--- config.mk ---
export PLATFORM = sky130hd
export DESIGN_NAME = alarm_timer_ctrl
export DESIGN_NICKNAME = d
export VERILOG_FILES = /design/src/rtl/atc_pkg.sv /design/src/rtl/atc_timer.sv /design/src/rtl/atc_match.sv /design/src/rtl/atc_square.sv /design/src/rtl/alarm_timer_ctrl.sv
export SDC_FILE = /design/constraint.sdc
export NUM_CORES = 1
export LEC_CHECK = 0
export BUFFER_PORTS_ARGS = -buffer_cell sky130_fd_sc_hd__buf_2
export CORE_MARGIN = 3
export CORE_UTILIZATION = 52
export DETAILED_ROUTE_END_ITERATION = 8
export PLACE_DENSITY_LB_ADDON = 0.15
export SLEW_MARGIN = 10
export SYNTH_ARGS = -nofsm -noshare
export SYNTH_HDL_FRONTEND = slang
export SYNTH_SLANG_ARGS = --single-unit
--- constraint.sdc ---
create_clock -name clk -period 1.95 [get_ports clk]
set_input_delay 0.195 -clock clk [delete_from_list [all_inputs] [get_ports clk]]
set_output_delay 0.195 -clock clk [all_outputs]
set_load 0.02 [all_outputs]
--- src/rtl/atc_pkg.sv ---
package atc_pkg;
    localparam int ADDR_W = 4;
    localparam int DATA_W = 8;

    localparam logic [ADDR_W-1:0] ADDR_CTL  = 4'h0;
    localparam logic [ADDR_W-1:0] ADDR_TMR  = 4'h7;
    localparam logic [ADDR_W-1:0] ADDR_ACTL = 4'h8;
    localparam int ALM_LO = 9;
    localparam int ALM_HI = 15;

    localparam logic [DATA_W-1:0] DATE_MASK  = 8'h3F;
    localparam logic [DATA_W-1:0] MONTH_MASK = 8'h1F;
    localparam logic [DATA_W-1:0] BCD_TOP    = 8'h99;

    typedef enum logic [1:0] {
        CAL_NONE    = 2'b00,
        CAL_DAILY   = 2'b01,
        CAL_WEEKDAY = 2'b10,
        CAL_DATED   = 2'b11
    } cal_e;

    typedef struct packed {
        logic       stop;
        logic       hold;
        logic [1:0] mode;
        logic       mask;
        logic       alm_en;
        logic       aflag;
        logic       tflag;
    } ctl_t;

    typedef struct packed {
        logic       a_irq_en;
        logic       tmr_alm_en;
        cal_e       cal;
        logic       t_irq_en;
        logic [2:0] tres;
    } actl_t;

    typedef struct packed {
        logic [DATA_W-1:0] hsec;
        logic [DATA_W-1:0] sec;
        logic [DATA_W-1:0] mins;
        logic [DATA_W-1:0] hour;
        logic [DATA_W-1:0] date;
        logic [DATA_W-1:0] wkmon;
    } tfields_t;

    function automatic logic [DATA_W-1:0] bcd2_inc(input logic [DATA_W-1:0] v);
        logic [3:0] lo;
        logic [3:0] hi;
        lo = v[3:0];
        hi = v[7:4];
        if (lo >= 4'd9) begin
            lo = 4'd0;
            hi = (hi >= 4'd9) ? 4'd0 : hi + 4'd1;
        end else begin
            lo = lo + 4'd1;
        end
        return {hi, lo};
    endfunction
endpackage

--- src/rtl/atc_timer.sv ---
module atc_timer
    import atc_pkg::*;
(
    input  logic              clk,
    input  logic              rst,
    input  logic              step,
    input  logic              load,
    input  logic [DATA_W-1:0] load_val,
    output logic [DATA_W-1:0] value,
    output logic              wrap
);
    assign wrap = step && !load && (value == BCD_TOP);

    always_ff @(posedge clk) begin
        if (rst)       value <= '0;
        else if (load) value <= load_val;
        else if (step) value <= bcd2_inc(value);
    end
endmodule

--- src/rtl/atc_match.sv ---
module atc_match
    import atc_pkg::*;
(
    input  tfields_t cur,
    input  tfields_t alm,
    input  cal_e     cal,
    output logic     hit
);
    logic       tod_eq;
    logic       day_eq;
    logic [2:0] wd;
    logic       wd_ok;

    assign tod_eq = (cur.hsec == alm.hsec) && (cur.sec == alm.sec) &&
                    (cur.mins == alm.mins) && (cur.hour == alm.hour);
    assign day_eq = ((cur.date & DATE_MASK) == (alm.date & DATE_MASK)) &&
                    ((cur.wkmon & MONTH_MASK) == (alm.wkmon & MONTH_MASK));
    assign wd     = cur.wkmon[7:5];
    assign wd_ok  = (wd != 3'd7) && alm.wkmon[wd];

    always_comb begin
        unique case (cal)
            CAL_DAILY:   hit = tod_eq;
            CAL_WEEKDAY: hit = tod_eq && wd_ok;
            CAL_DATED:   hit = tod_eq && day_eq;
            default:     hit = 1'b0;
        endcase
    end
endmodule

--- src/rtl/atc_square.sv ---
module atc_square #(
    parameter int HSEC_PER_HALF    = 50,
    parameter int SEC_PER_HALF_MIN = 30
) (
    input  logic clk,
    input  logic rst,
    input  logic tick_hsec,
    input  logic tick_sec,
    output logic sec_phase,
    output logic min_phase
);
    localparam int HW = $clog2(HSEC_PER_HALF);
    localparam int SW = $clog2(SEC_PER_HALF_MIN);

    logic [HW-1:0] hcnt;
    logic [SW-1:0] scnt;

    always_ff @(posedge clk) begin
        if (rst) begin
            hcnt      <= '0;
            sec_phase <= 1'b0;
        end else if (tick_hsec) begin
            if (hcnt == HW'(HSEC_PER_HALF - 1)) begin
                hcnt      <= '0;
                sec_phase <= !sec_phase;
            end else begin
                hcnt <= hcnt + 1'b1;
            end
        end
    end

    always_ff @(posedge clk) begin
        if (rst) begin
            scnt      <= '0;
            min_phase <= 1'b0;
        end else if (tick_sec) begin
            if (scnt == SW'(SEC_PER_HALF_MIN - 1)) begin
                scnt      <= '0;
                min_phase <= !min_phase;
            end else begin
                scnt <= scnt + 1'b1;
            end
        end
    end
endmodule

--- src/rtl/alarm_timer_ctrl.sv ---
module alarm_timer_ctrl
    import atc_pkg::*;
#(
    parameter int HSEC_PER_HALF    = 50,
    parameter int SEC_PER_HALF_MIN = 30
) (
    input  logic              clk,
    input  logic              rst,
    input  logic              wr_en,
    input  logic [ADDR_W-1:0] wr_addr,
    input  logic [DATA_W-1:0] wr_data,
    input  logic [ADDR_W-1:0] rd_addr,
    output logic [DATA_W-1:0] rd_data,
    input  logic [DATA_W-1:0] cnt_hsec,
    input  logic [DATA_W-1:0] cnt_sec,
    input  logic [DATA_W-1:0] cnt_min,
    input  logic [DATA_W-1:0] cnt_hour,
    input  logic [DATA_W-1:0] cnt_date,
    input  logic [DATA_W-1:0] cnt_wkmon,
    input  logic              tick_hsec,
    input  logic              tick_sec,
    input  logic              tick_min,
    input  logic              tick_hour,
    input  logic              tick_day,
    output logic              irq_oe
);
    ctl_t              ctl_q, ctl_n;
    actl_t             actl_q;
    logic [DATA_W-1:0] alm_q [ALM_LO:ALM_HI];
    logic [DATA_W-1:0] tmr_val;
    logic              tmr_step, tmr_load, tmr_wrap, tmr_tick;
    logic              clk_hit, clk_cond, tmr_cond;
    logic              clk_hit_q, tmr_hit_q;
    logic              aset, tset;
    logic              sec_phase, min_phase;
    tfields_t          cur_f, alm_f;

    // timer tick select by resolution code
    always_comb begin
        case (actl_q.tres)
            3'd1:    tmr_tick = tick_hsec;
            3'd2:    tmr_tick = tick_sec;
            3'd3:    tmr_tick = tick_min;
            3'd4:    tmr_tick = tick_hour;
            3'd5:    tmr_tick = tick_day;
            default: tmr_tick = 1'b0;
        endcase
    end

    assign tmr_step = ctl_q.alm_en && tmr_tick;
    assign tmr_load = wr_en && (wr_addr == ADDR_TMR);

    atc_timer u_timer (
        .clk(clk), .rst(rst), .step(tmr_step), .load(tmr_load),
        .load_val(wr_data), .value(tmr_val), .wrap(tmr_wrap)
    );

    assign cur_f = '{hsec: cnt_hsec, sec: cnt_sec, mins: cnt_min,
                     hour: cnt_hour, date: cnt_date, wkmon: cnt_wkmon};
    assign alm_f = '{hsec: alm_q[9], sec: alm_q[10], mins: alm_q[11],
                     hour: alm_q[12], date: alm_q[13], wkmon: alm_q[14]};

    atc_match u_match (.cur(cur_f), .alm(alm_f), .cal(actl_q.cal), .hit(clk_hit));

    atc_square #(
        .HSEC_PER_HALF(HSEC_PER_HALF), .SEC_PER_HALF_MIN(SEC_PER_HALF_MIN)
    ) u_square (
        .clk(clk), .rst(rst), .tick_hsec(tick_hsec), .tick_sec(tick_sec),
        .sec_phase(sec_phase), .min_phase(min_phase)
    );

    // events: rising edge of each match, overflow of the timer
    assign clk_cond = ctl_q.alm_en && clk_hit;
    assign tmr_cond = ctl_q.alm_en && actl_q.tmr_alm_en && (tmr_val == alm_q[ALM_HI]);
    assign aset     = (clk_cond && !clk_hit_q) || (tmr_cond && !tmr_hit_q);
    assign tset     = tmr_wrap;

    always_comb begin
        ctl_n = ctl_q;
        if (wr_en && (wr_addr == ADDR_CTL)) ctl_n = ctl_t'(wr_data);
        ctl_n.aflag = ctl_n.aflag || aset;
        ctl_n.tflag = ctl_n.tflag || tset;
    end

    always_ff @(posedge clk) begin
        if (rst) begin
            ctl_q     <= '0;
            actl_q    <= '0;
            clk_hit_q <= 1'b0;
            tmr_hit_q <= 1'b0;
            for (int i = ALM_LO; i <= ALM_HI; i++) alm_q[i] <= '0;
        end else begin
            ctl_q     <= ctl_n;
            clk_hit_q <= clk_cond;
            tmr_hit_q <= tmr_cond;
            if (wr_en && (wr_addr == ADDR_ACTL)) actl_q <= actl_t'(wr_data);
            for (int i = ALM_LO; i <= ALM_HI; i++)
                if (wr_en && (wr_addr == ADDR_W'(i))) alm_q[i] <= wr_data;
        end
    end

    always_comb begin
        rd_data = '0;
        if (rd_addr == ADDR_CTL)
            rd_data = ctl_q.alm_en ? ctl_q : {ctl_q[7:2], min_phase, sec_phase};
        else if (rd_addr == ADDR_TMR)
            rd_data = tmr_val;
        else if (rd_addr == ADDR_ACTL)
            rd_data = actl_q;
        for (int i = ALM_LO; i <= ALM_HI; i++)
            if (rd_addr == ADDR_W'(i)) rd_data = alm_q[i];
    end

    assign irq_oe = ctl_q.alm_en
                  ? ((ctl_q.aflag && actl_q.a_irq_en) || (ctl_q.tflag && actl_q.t_irq_en))
                  : sec_phase;
endmodule

==> results of run 1 <==
-- placed cells by master (no fill, tap or decap), drive strengths merged, types with 6 or more instances in the layout --
cell type	instances
buf	146
and2	56
edfxtp	56
nor2	56
xnor2	51
dfxtp	39
nand2	29
mux2i	26
a21oi	25
o21ai	24
nand4	18
clkbuf	15
nor3	14
inv	13
nand3	11
xor2	10
ha	10
nor2b	6
nand2b	6
a221oi	6
-- final timing paths --
kind,to,slack (ns),cells past startpoint
worst min register to register,ctl_q[1],0.46,1
worst min-delay path,u_square.scnt[1],0.17,3
worst max register to register,u_timer.value[6],-0.01,5
worst max-delay path,rd_data[6],-0.19,6
-- state kept, by name, summed over array words and instances, names as in the netlist --
signal,count
actl_q,8
alm_q,56
clk_hit_q,1
ctl_q,8
tmr_hit_q,1
u_square.hcnt,6
u_square.min_phase,1
u_square.scnt,5
u_square.sec_phase,1
u_timer.value,8
-- stage by stage --
step	total power (W)	worst slack (ns)	util	cells
after detailed placement	0.002987	-0.08531	0.6205	808
after CTS	0.004173	-0.1736	0.6467	829
after global routing	0.004372	-0.2737	0.6685	837
after floorplan	0.002679	-0.04264	-	567
final	0.004222	-0.1914	0.6685	837
after global placement	0.002967	-0.002319	0.6205	808
-- layer usage --
metal  GRT usage  share of wire
met1      0.3846           0.41
met2      0.4575           0.47
met3     0.05506          0.092
met4      0.1019          0.029
met5           0              0
-- repair_timing --
action	CTS	global route
cloned	0	0
setup buffers	6	8
endpoints found under the setup margin	9	10
hold buffers	0	0
pin swaps	7	17
gates resized for setup	21	44
-- area by class of cell --
class                   instances  area [um2]  share of cell area
multi-input cells             429        3094              0.4483
inverters                      15       60.06            0.008702
well taps                     136       170.2             0.02466
clock inverters                 1       5.005           0.0007252
flip-flops and latches         95        2479              0.3591
clock buffers                  15       167.7             0.02429
repair buffers                146       925.9              0.1342
-- worst register-to-register path: cells and delay by family (launching register included) --
family          cells  cell delay (ns)
compound gates      2             0.34
flops               1             0.37
simple gates        3             1.17
-- kinds of logic (layout without fill, tap and decap cells) --
group / count (synthesis) / in the layout / share of synthesized area
AND/OR/NAND/NOR: 224 / 224 / 0.2160
multiplexers: 33 / 33 / 0.06544
flip-flops: 95 / 95 / 0.4457
adder cells (fa/ha/maj): 10 / 10 / 0.02264
buffers and inverters: 43 / 177 / 0.03057
AO/OA/AOI/OAI: 101 / 101 / 0.1230
XOR/XNOR: 61 / 61 / 0.09669
-- power breakdown --
group | total [W] | switching, W | internal, W
logic | 0.000722 | 0.000389 | 0.000333
clock network | 0.00121 | 0.000662 | 0.000544
registers | 0.00229 | 0.0000869 | 0.00221
total | 0.00422 | 0.00114 | 0.00308
==> out/qor.csv, run 1 <==
stage,metric,value,unit
status,status,"complete, but fails checks",
status,violations,setup timing,
clocking,cts_root_buf,clkbuf_8,
power_and_ir_drop,power.density,611.7,nW/um2
timing,slew_viol_final,0,
setup_path,path_buf_inv,1,
clocking,h-tree-depth,3,
synth,syn_nets,649,
synth,synth_common_cells,"and2_1, edfxtp_1, nor2_1",
detailed_routing,num_vias,4906,
timing,worstMarginPinSlew,0.8459,ns
synth,yosys_most_used_dff,edfxtp_1,
floorplanning,start_util,0.5352,
floorplanning,placeableCoreArea,10320,um2
timing,fin_crit,2.141,ns
detailed_routing,drt_iter0_markers,360,
synth,ys_types,62,
finish,num_antenna_cells,0,
finish,areaGrowthSynthToFinish,24.91,%
setup_path,cp-end-kind,output port,
clocking,clock-sinks,95,
setup_path,worstPathRequired,1.75,ns
timing,finClkSkew,0.006250,ns
timing,fin_ws,-0.1914,ns
grt,gr-total-overflow,0,
finish,fill_cells,846,
timing,grt_setup_unrepaired,true,
setup_path,critPathKind,register to output port,
synth,synth_top_area_cell,edfxtp_1,
grt,antenna_found_initial,0,
finish,final_nets,778,
floorplanning,die_y,109.1,um
grt,grt_max_degree,32,
setup_path,path_max_fanout,3,
synth,syn_area,5525,um2
synth,synth.yosys.seq_area_share,0.4457,
timing,slew_headroom,0.4317,
clocking,cts_buffers,9,
setup_path,critPathLaunchType,register,
timing,setup_tns,-0.2051,ns
clocking,clk_path_buf_depth,2,
setup_path,crit_family,compound AO/OA/AOI/OAI gates,
detailed_routing,first_pass_iters,5,
finish,drive_above_1_share,0.3081,
power_and_ir_drop,vdd_ir_drop_max,0.0004387,V
floorplanning,rows,37,
place,dp_hpwl,12.29,mm
timing,fmax,0.4670,GHz
timing,post-route-period-util,1.098,
job,cap_violations,0,
synth,synth_cells,567,
detailed_routing,vias_per_cell,5.861,
detailed_routing,drc,0,
setup_path,critical_path.cell_chain,"nor2_2, a222oi_1, a31oi_1, o32a_1, a221oi_2, buf_4",
clocking,path_clk_slew,0.08,ns
timing,setup_viol,2,
hold_path,hp-start,tick_sec,
setup_path,crit_path_max_incr_delay,0.38,ns
power_and_ir_drop,leakagePower,2.620,nW
synth,ys.warnings.count,0,
setup_path,r2r_start,actl_q[1],
synth,synth_edf_count,56,
synth,ys_ff_latch,95,
setup_path,cp_slowest_cell,dfxtp_2,
synth,synth_area_leaders,"edfxtp_1, dfxtp_1, xnor2_1, and2_1, mux2i_1",
detailed_routing,drtAntennaViolNets,0,
synth,syn_avg_cell_area,9.745,um2
grt,grt_pass1_vias,4600,
timing,hold_viol_final,0,
place,postPlaceCellArea,6406,um2
grt,grt_usage,0.2851,
floorplanning,dieArea,11900,um2
floorplanning,die_x,109.1,um
floorplanning,ios,81,
synth,synth-async-reset-ratio,0,
setup_path,startpoint,actl_q[6],
timing,hold_slack,0.1747,ns
grt,grt_pass1_wl,25.00,mm
detailed_routing,routed_wl,16.51,mm
hold_path,hold_path_class,primary input to register,
finish,design_area,6902,um2
setup_path,arrival,1.95,ns
synth,synth_top_area_frac,0.3043,
clocking,clk_latency,0.37,ns
clocking,cts_tree,yes,
place,gp_congestion,0.9613,
place,numPortBuffers,78,
detailed_routing,wire_per_inst,19.72,um
Note: power is estimated with default switching activity, not from simulation.
==> run 2, diff against run 1 <==
Settings changed: SKIP_CTS_REPAIR_TIMING set to 1.
==> run 2 against run 1 <==
The flow still finishes with violations (setup timing). Global-route usage decreased by 0.23 points. Hold slack gained 0.0027 ns. Via count fell by 0.69%. Count of clock-buffer cells in the layout unchanged. Non-clock buffer count decreased by 2. Highest routed layer unchanged.
==> out/qor.csv, run 2 (same netlist as run 1, synthesis figures left out) <==
stage,metric,value,unit
status,status,"complete, but fails checks",
status,violations,setup timing,
floorplanning,die_x,109.1,um
clocking,clk_latency,0.37,ns
timing,slew_headroom,0.4316,
power_and_ir_drop,vdd_ir_drop_max,0.0004375,V
setup_path,crit_family,compound AO/OA/AOI/OAI gates,
timing,fin_ws,-0.2296,ns
finish,fin_util,0.6654,
floorplanning,ios,81,
clocking,clk_path_buf_depth,2,
finish,final_cell_count_no_fill,835,
power_and_ir_drop,p_clk_frac,0.286,
power_and_ir_drop,pwr-share-seq,0.545,
setup_path,cp_slowest_cell,edfxtp_1,
grt,grt_pass1_vias,4612,
floorplanning,start_util,0.5352,
timing,fmax,0.4588,GHz
place,numPortBuffers,78,
setup_path,cp-end-kind,output port,
detailed_routing,first_pass_iters,5,
grt,grt_pass1_wl,24.84,mm
timing,finClkSkew,0.008562,ns
finish,areaGrowthSynthToFinish,24.32,%
timing,worstMarginPinSlew,0.8461,ns
place,gp_congestion,0.9613,
setup_path,worstPathRequired,1.75,ns
timing,setup_viol,6,
grt,antenna_found_initial,0,
detailed_routing,num_vias,4872,
finish,largest_register_ff_count,56,
clocking,path_clk_slew,0.09,ns
finish,top_register,alm_q,
finish,num_antenna_cells,0,
setup_path,critical_path.cell_chain,"nor3b_1, o21ai_0, a21boi_0, o32a_1, a221oi_2, buf_4",
finish,final_common_cell,buf_2,
floorplanning,dieArea,11900,um2
place,pre_cts_slack,-0.08531,ns
floorplanning,rows,37,
setup_path,critPathLaunchType,register,
setup_path,path_max_fanout,2,
timing,grt_setup_unrepaired,true,
power_and_ir_drop,leakagePower,2.612,nW
detailed_routing,drt_iter0_markers,393,
timing,post-route-period-util,1.118,
setup_path,path_buf_inv,1,
grt,gr-total-overflow,0,
floorplanning,die_y,109.1,um
detailed_routing,drc,0,
finish,final_cell_mix,"buf_2, buf_4, and2_1, edfxtp_1, nor2_1",
place,dp_cells,808,
clocking,h-tree-depth,3,
power_and_ir_drop,p_int,0.003075,W
finish,final_nets,776,
clocking,cts_tree,yes,
power_and_ir_drop,power.density,612.6,nW/um2
floorplanning,placeableCoreArea,10320,um2
power_and_ir_drop,p_sw,0.001132,W
clocking,cts_buffers,9,
detailed_routing,drtAntennaViolNets,0,
place,postPlaceCellArea,6406,um2
clocking,cts_root_buf,clkbuf_8,
detailed_routing,wire_per_inst,19.69,um
detailed_routing,vias_per_cell,5.835,
power_and_ir_drop,switching_share,0.2691,
clocking,clock-sinks,95,
setup_path,r2r_setup_slack,0.01,ns
finish,drive_above_1_share,0.2976,
timing,setup_tns,-0.4478,ns
grt,grt_max_degree,32,
detailed_routing,routed_wl,16.44,mm
timing,hold_viol_final,0,
timing,fin_crit,2.180,ns
hold_path,hold_path_class,primary input to register,
finish,design_area,6869,um2
setup_path,critPathKind,register to output port,
place,dp_hpwl,12.29,mm
grt,grt_usage,0.2829,
job,cap_violations,0,
setup_path,arrival,1.98,ns
timing,slew_viol_final,0,
setup_path,crit_path_max_incr_delay,0.39,ns
power_and_ir_drop,power_frac_comb,0.169,
[run 2: changes by cell type in the layout (fill, tap and decap cells not counted), moves of 2 or more]
cell / change
o21ai_1: -2
buf_4: -3
nor2_1: +2
nor2_2: -2
o21ai_0: +2
[run 2: layout make-up]
type                       instances  area [um2]
inverter                          15       56.30
tap                              136       170.2
clock buffer                      15       167.7
clock inverter                     1       5.005
fill                             836        3455
multi-input combinational        429        3074
timing repair buffer             144       914.6
sequential                        95        2481
[run 2: path summary, 6_finish.rpt]
check / from / end / depth (start not counted)
hold reg to reg: clk_hit_q / ctl_q[1] / 1
setup reg to reg: actl_q[1] / u_timer.value[6] / 5
hold / removal: tick_sec / u_square.scnt[1] / 3
setup / recovery: alm_q[1][30] / rd_data[6] / 6
[run 2: worst reg2reg max path, cell delays in order, from the launching register on]
cell	delay [ns]
dfxtp_4	0.37
and3b_2	0.23
o31ai_2	0.06
or3_4	0.42
or4b_1	0.52
a311oi_1	0.26
[run 2: power by group through the flow]
stage / registers [W] / logic (W) / clock network [W]
6_report: 0.00229 / 0.000710 / 0.00120
5_1_grt: 0.00230 / 0.000767 / 0.00128
4_1_cts: 0.00230 / 0.000645 / 0.00121
3_5_place_dp: 0.00234 / 0.000644 / 0
2_1_floorplan: 0.00231 / 0.000372 / 0
3_3_place_gp: 0.00234 / 0.000627 / 0
[run 2: layer usage]
layer	up-vias	global-route usage	wire length [um]
met2	208	0.4557	7682
met1	2334	0.3812	6979
met4	0	0.09648	413
met5	-	0	0
met3	33	0.05565	1364
li1	2297	-	-
[run 2: stage by stage]
stage	hold slack (ns)	power (W)
after detailed placement	0.4447	0.002987
final	0.1774	0.004208
after global routing	0.1853	0.004353
after floorplan	0.3355	0.002679
after global placement	0.4300	0.002967
after CTS	0.1681	0.004153
==> run 3, diff against run 2 <==
--- a/config.mk
+++ b/config.mk
@@ -11,4 +11,5 @@
 export DETAILED_ROUTE_END_ITERATION = 8
 export PLACE_DENSITY_LB_ADDON = 0.15
+export REMOVE_ABC_BUFFERS = 1
 export SKIP_CTS_REPAIR_TIMING = 1
 export SLEW_MARGIN = 10
==> constraint.sdc (replaced) <==
create_clock -name clk -period 1.95 [get_ports clk]
set_input_delay 0.195 -clock clk [delete_from_list [all_inputs] [get_ports clk]]
set_output_delay 0.195 -clock clk [all_outputs]
set_load 0.005 [all_outputs]
==> run 3 against run 2 <==
Critical path depth did not move. Largest power group unchanged. Cell area grew 1.3%. Routed wire length rose by 5.2%. The run still ends with setup timing left.
==> out/qor.csv, run 3 (same netlist as run 1, synthesis figures left out) <==
stage,metric,value,unit
status,status,"complete, but fails checks",
status,violations,setup timing,
setup_path,arrival,1.89,ns
setup_path,critical_path.cell_chain,"o21bai_1, a222oi_1, a31oi_1, o32a_1, a221oi_2, buf_2",
grt,gr-total-overflow,0,
finish,num_antenna_cells,0,
floorplanning,die_y,109.1,um
detailed_routing,num_vias,4958,
floorplanning,die_x,109.1,um
floorplanning,dieArea,11900,um2
setup_path,worstPathRequired,1.75,ns
setup_path,cp_slowest_cell,edfxtp_1,
floorplanning,placeableCoreArea,10320,um2
timing,grt_setup_unrepaired,true,
finish,final_cell_mix,"buf_2, buf_4, and2_1, edfxtp_1, nor2_1",
timing,slew_headroom,0.4055,
hold_path,min_to,u_square.scnt[1],
timing,fin_ws,-0.1381,ns
timing,setup_viol,5,
detailed_routing,drt_iter0_markers,477,
grt,grt.busiest_layer,met2,
timing,hold_slack,0.1859,ns
job,cap_violations,0,
power_and_ir_drop,finalPower,0.004278,W
grt,antenna_found_initial,0,
detailed_routing,vias_per_cell,5.847,
detailed_routing,first_pass_iters,5,
finish,final_common_cell,buf_2,
finish,fill_cells,862,
finish,top_register,alm_q,
setup_path,path_max_fanout,2,
clocking,h-tree-depth,3,
hold_path,worstHoldPathCells,3,
finish,fin_util,0.6742,
setup_path,r2r_start,u_timer.value[0],
clocking,cts_root_buf,clkbuf_8,
hold_path,hold_path_class,primary input to register,
clocking,cts_tree,yes,
detailed_routing,drtAntennaViolNets,0,
power_and_ir_drop,power.density,614.6,nW/um2
setup_path,reg2reg_depth,8,
hold_path,hp-start,tick_sec,
setup_path,critPathKind,register to output port,
clocking,path_clk_slew,0.09,ns
place,numPortBuffers,78,
grt,grt_pass1_wl,25.11,mm
finish,design_area,6960,um2
power_and_ir_drop,leakagePower,2.700,nW
setup_path,critPathLaunchType,register,
timing,fmax,0.4789,GHz
floorplanning,ios,81,
setup_path,cp-end-kind,output port,
grt,grt_pass1_vias,4524,
setup_path,crit_path_max_incr_delay,0.38,ns
clocking,clock-sinks,95,
setup_path,r2r_setup_slack,0.03,ns
finish,final_nets,789,
detailed_routing,drc,0,
detailed_routing,wire_per_inst,20.40,um
setup_path,rr_endpoint,u_timer.value[5],
timing,finClkSkew,0.008207,ns
grt,gr-usage-met1,0.4182,
timing,post-route-period-util,1.071,
finish,largest_register_ff_count,56,
floorplanning,rows,37,
grt,grt_use_met3,0.03908,
timing,slew_viol_final,0,
timing,hold_viol_final,0,
detailed_routing,routed_wl,17.30,mm
place,postPlaceCellArea,6502,um2
finish,drive_above_1_share,0.3090,
clocking,clk_latency,0.37,ns
clocking,clk_path_buf_depth,2,
timing,worstMarginPinSlew,0.8849,ns
timing,fin_crit,2.088,ns
power_and_ir_drop,vdd_ir_drop_max,0.0003605,V
finish,areaGrowthSynthToFinish,25.97,%
clocking,cts_buffers,9,
place,gp_congestion,0.9376,
grt,grt_max_degree,32,
floorplanning,start_util,0.5352,
grt,grt_usage,0.2929,
place,dp_hpwl,12.80,mm
grt,met2_usage,0.4500,
run 3: cell count changes in the layout (fill, tap and decap cells not counted), moves of 3 or more:
cell      before  now
buf_2         71   78
buf_4         70   75
clkbuf_1       5    1
dfxtp_2        3    6
dfxtp_4        4    1
run 3: worst max path at each step:
stage	startpoint	end	slack [ns]
4_1_cts	actl_q[6]	rd_data[6]	-0.27
2_1_floorplan	wr_en	ctl_q[1]	-0.24
3_3_place_gp	alm_q[1][39]	ctl_q[1]	-0.04
5_1_grt	alm_q[1][14]	rd_data[6]	-0.27
6_report	alm_q[1][14]	rd_data[6]	-0.14
3_5_place_dp	u_timer.value[0]	u_timer.value[5]	-0.06
run 3: power breakdown:
part / switching, W / total (W) / internal, W / leakage, nW
Sequential: 0.0000882 / 0.00230 / 0.00221 / 0.856
Combinational: 0.000382 / 0.000724 / 0.000341 / 1.74
Clock: 0.000679 / 0.00126 / 0.000579 / 0.103
run 3: worst max-delay path, delay by kind of cell (launching register included):
family                 cells  cell delay [ns]
buffers and inverters      1             0.17
AO/OA/AOI/OAI              5             0.97
flip-flops                 1             0.38
run 3: final cells by class:
class	count	area, um2	area share
clock buffers	13	171.4	0.02463
well taps	136	170.2	0.02445
multi-input cells	429	3062	0.4399
repair buffers	157	1007	0.1447
clock inverters	3	17.52	0.002517
flip-flops and latches	95	2474	0.3554
inverters	15	58.81	0.008449
run 3: routing by layer:
layer,part of all wire,up-vias
li1,-,2325
met1,0.44,2402
met2,0.46,206
met3,0.070,25
met4,0.024,0
met5,0,-
run 3: metrics by stage:
step | std cells | setup slack, ns | TNS [ns]
4_1_cts | 837 | -0.2743 | -1.332
2_1_floorplan | 539 | -0.2398 | -1.095
6_report | 848 | -0.1381 | -0.3060
3_5_place_dp | 821 | -0.06383 | -0.1740
3_3_place_gp | 821 | -0.03697 | -0.03697
5_1_grt | 848 | -0.2661 | -0.8783
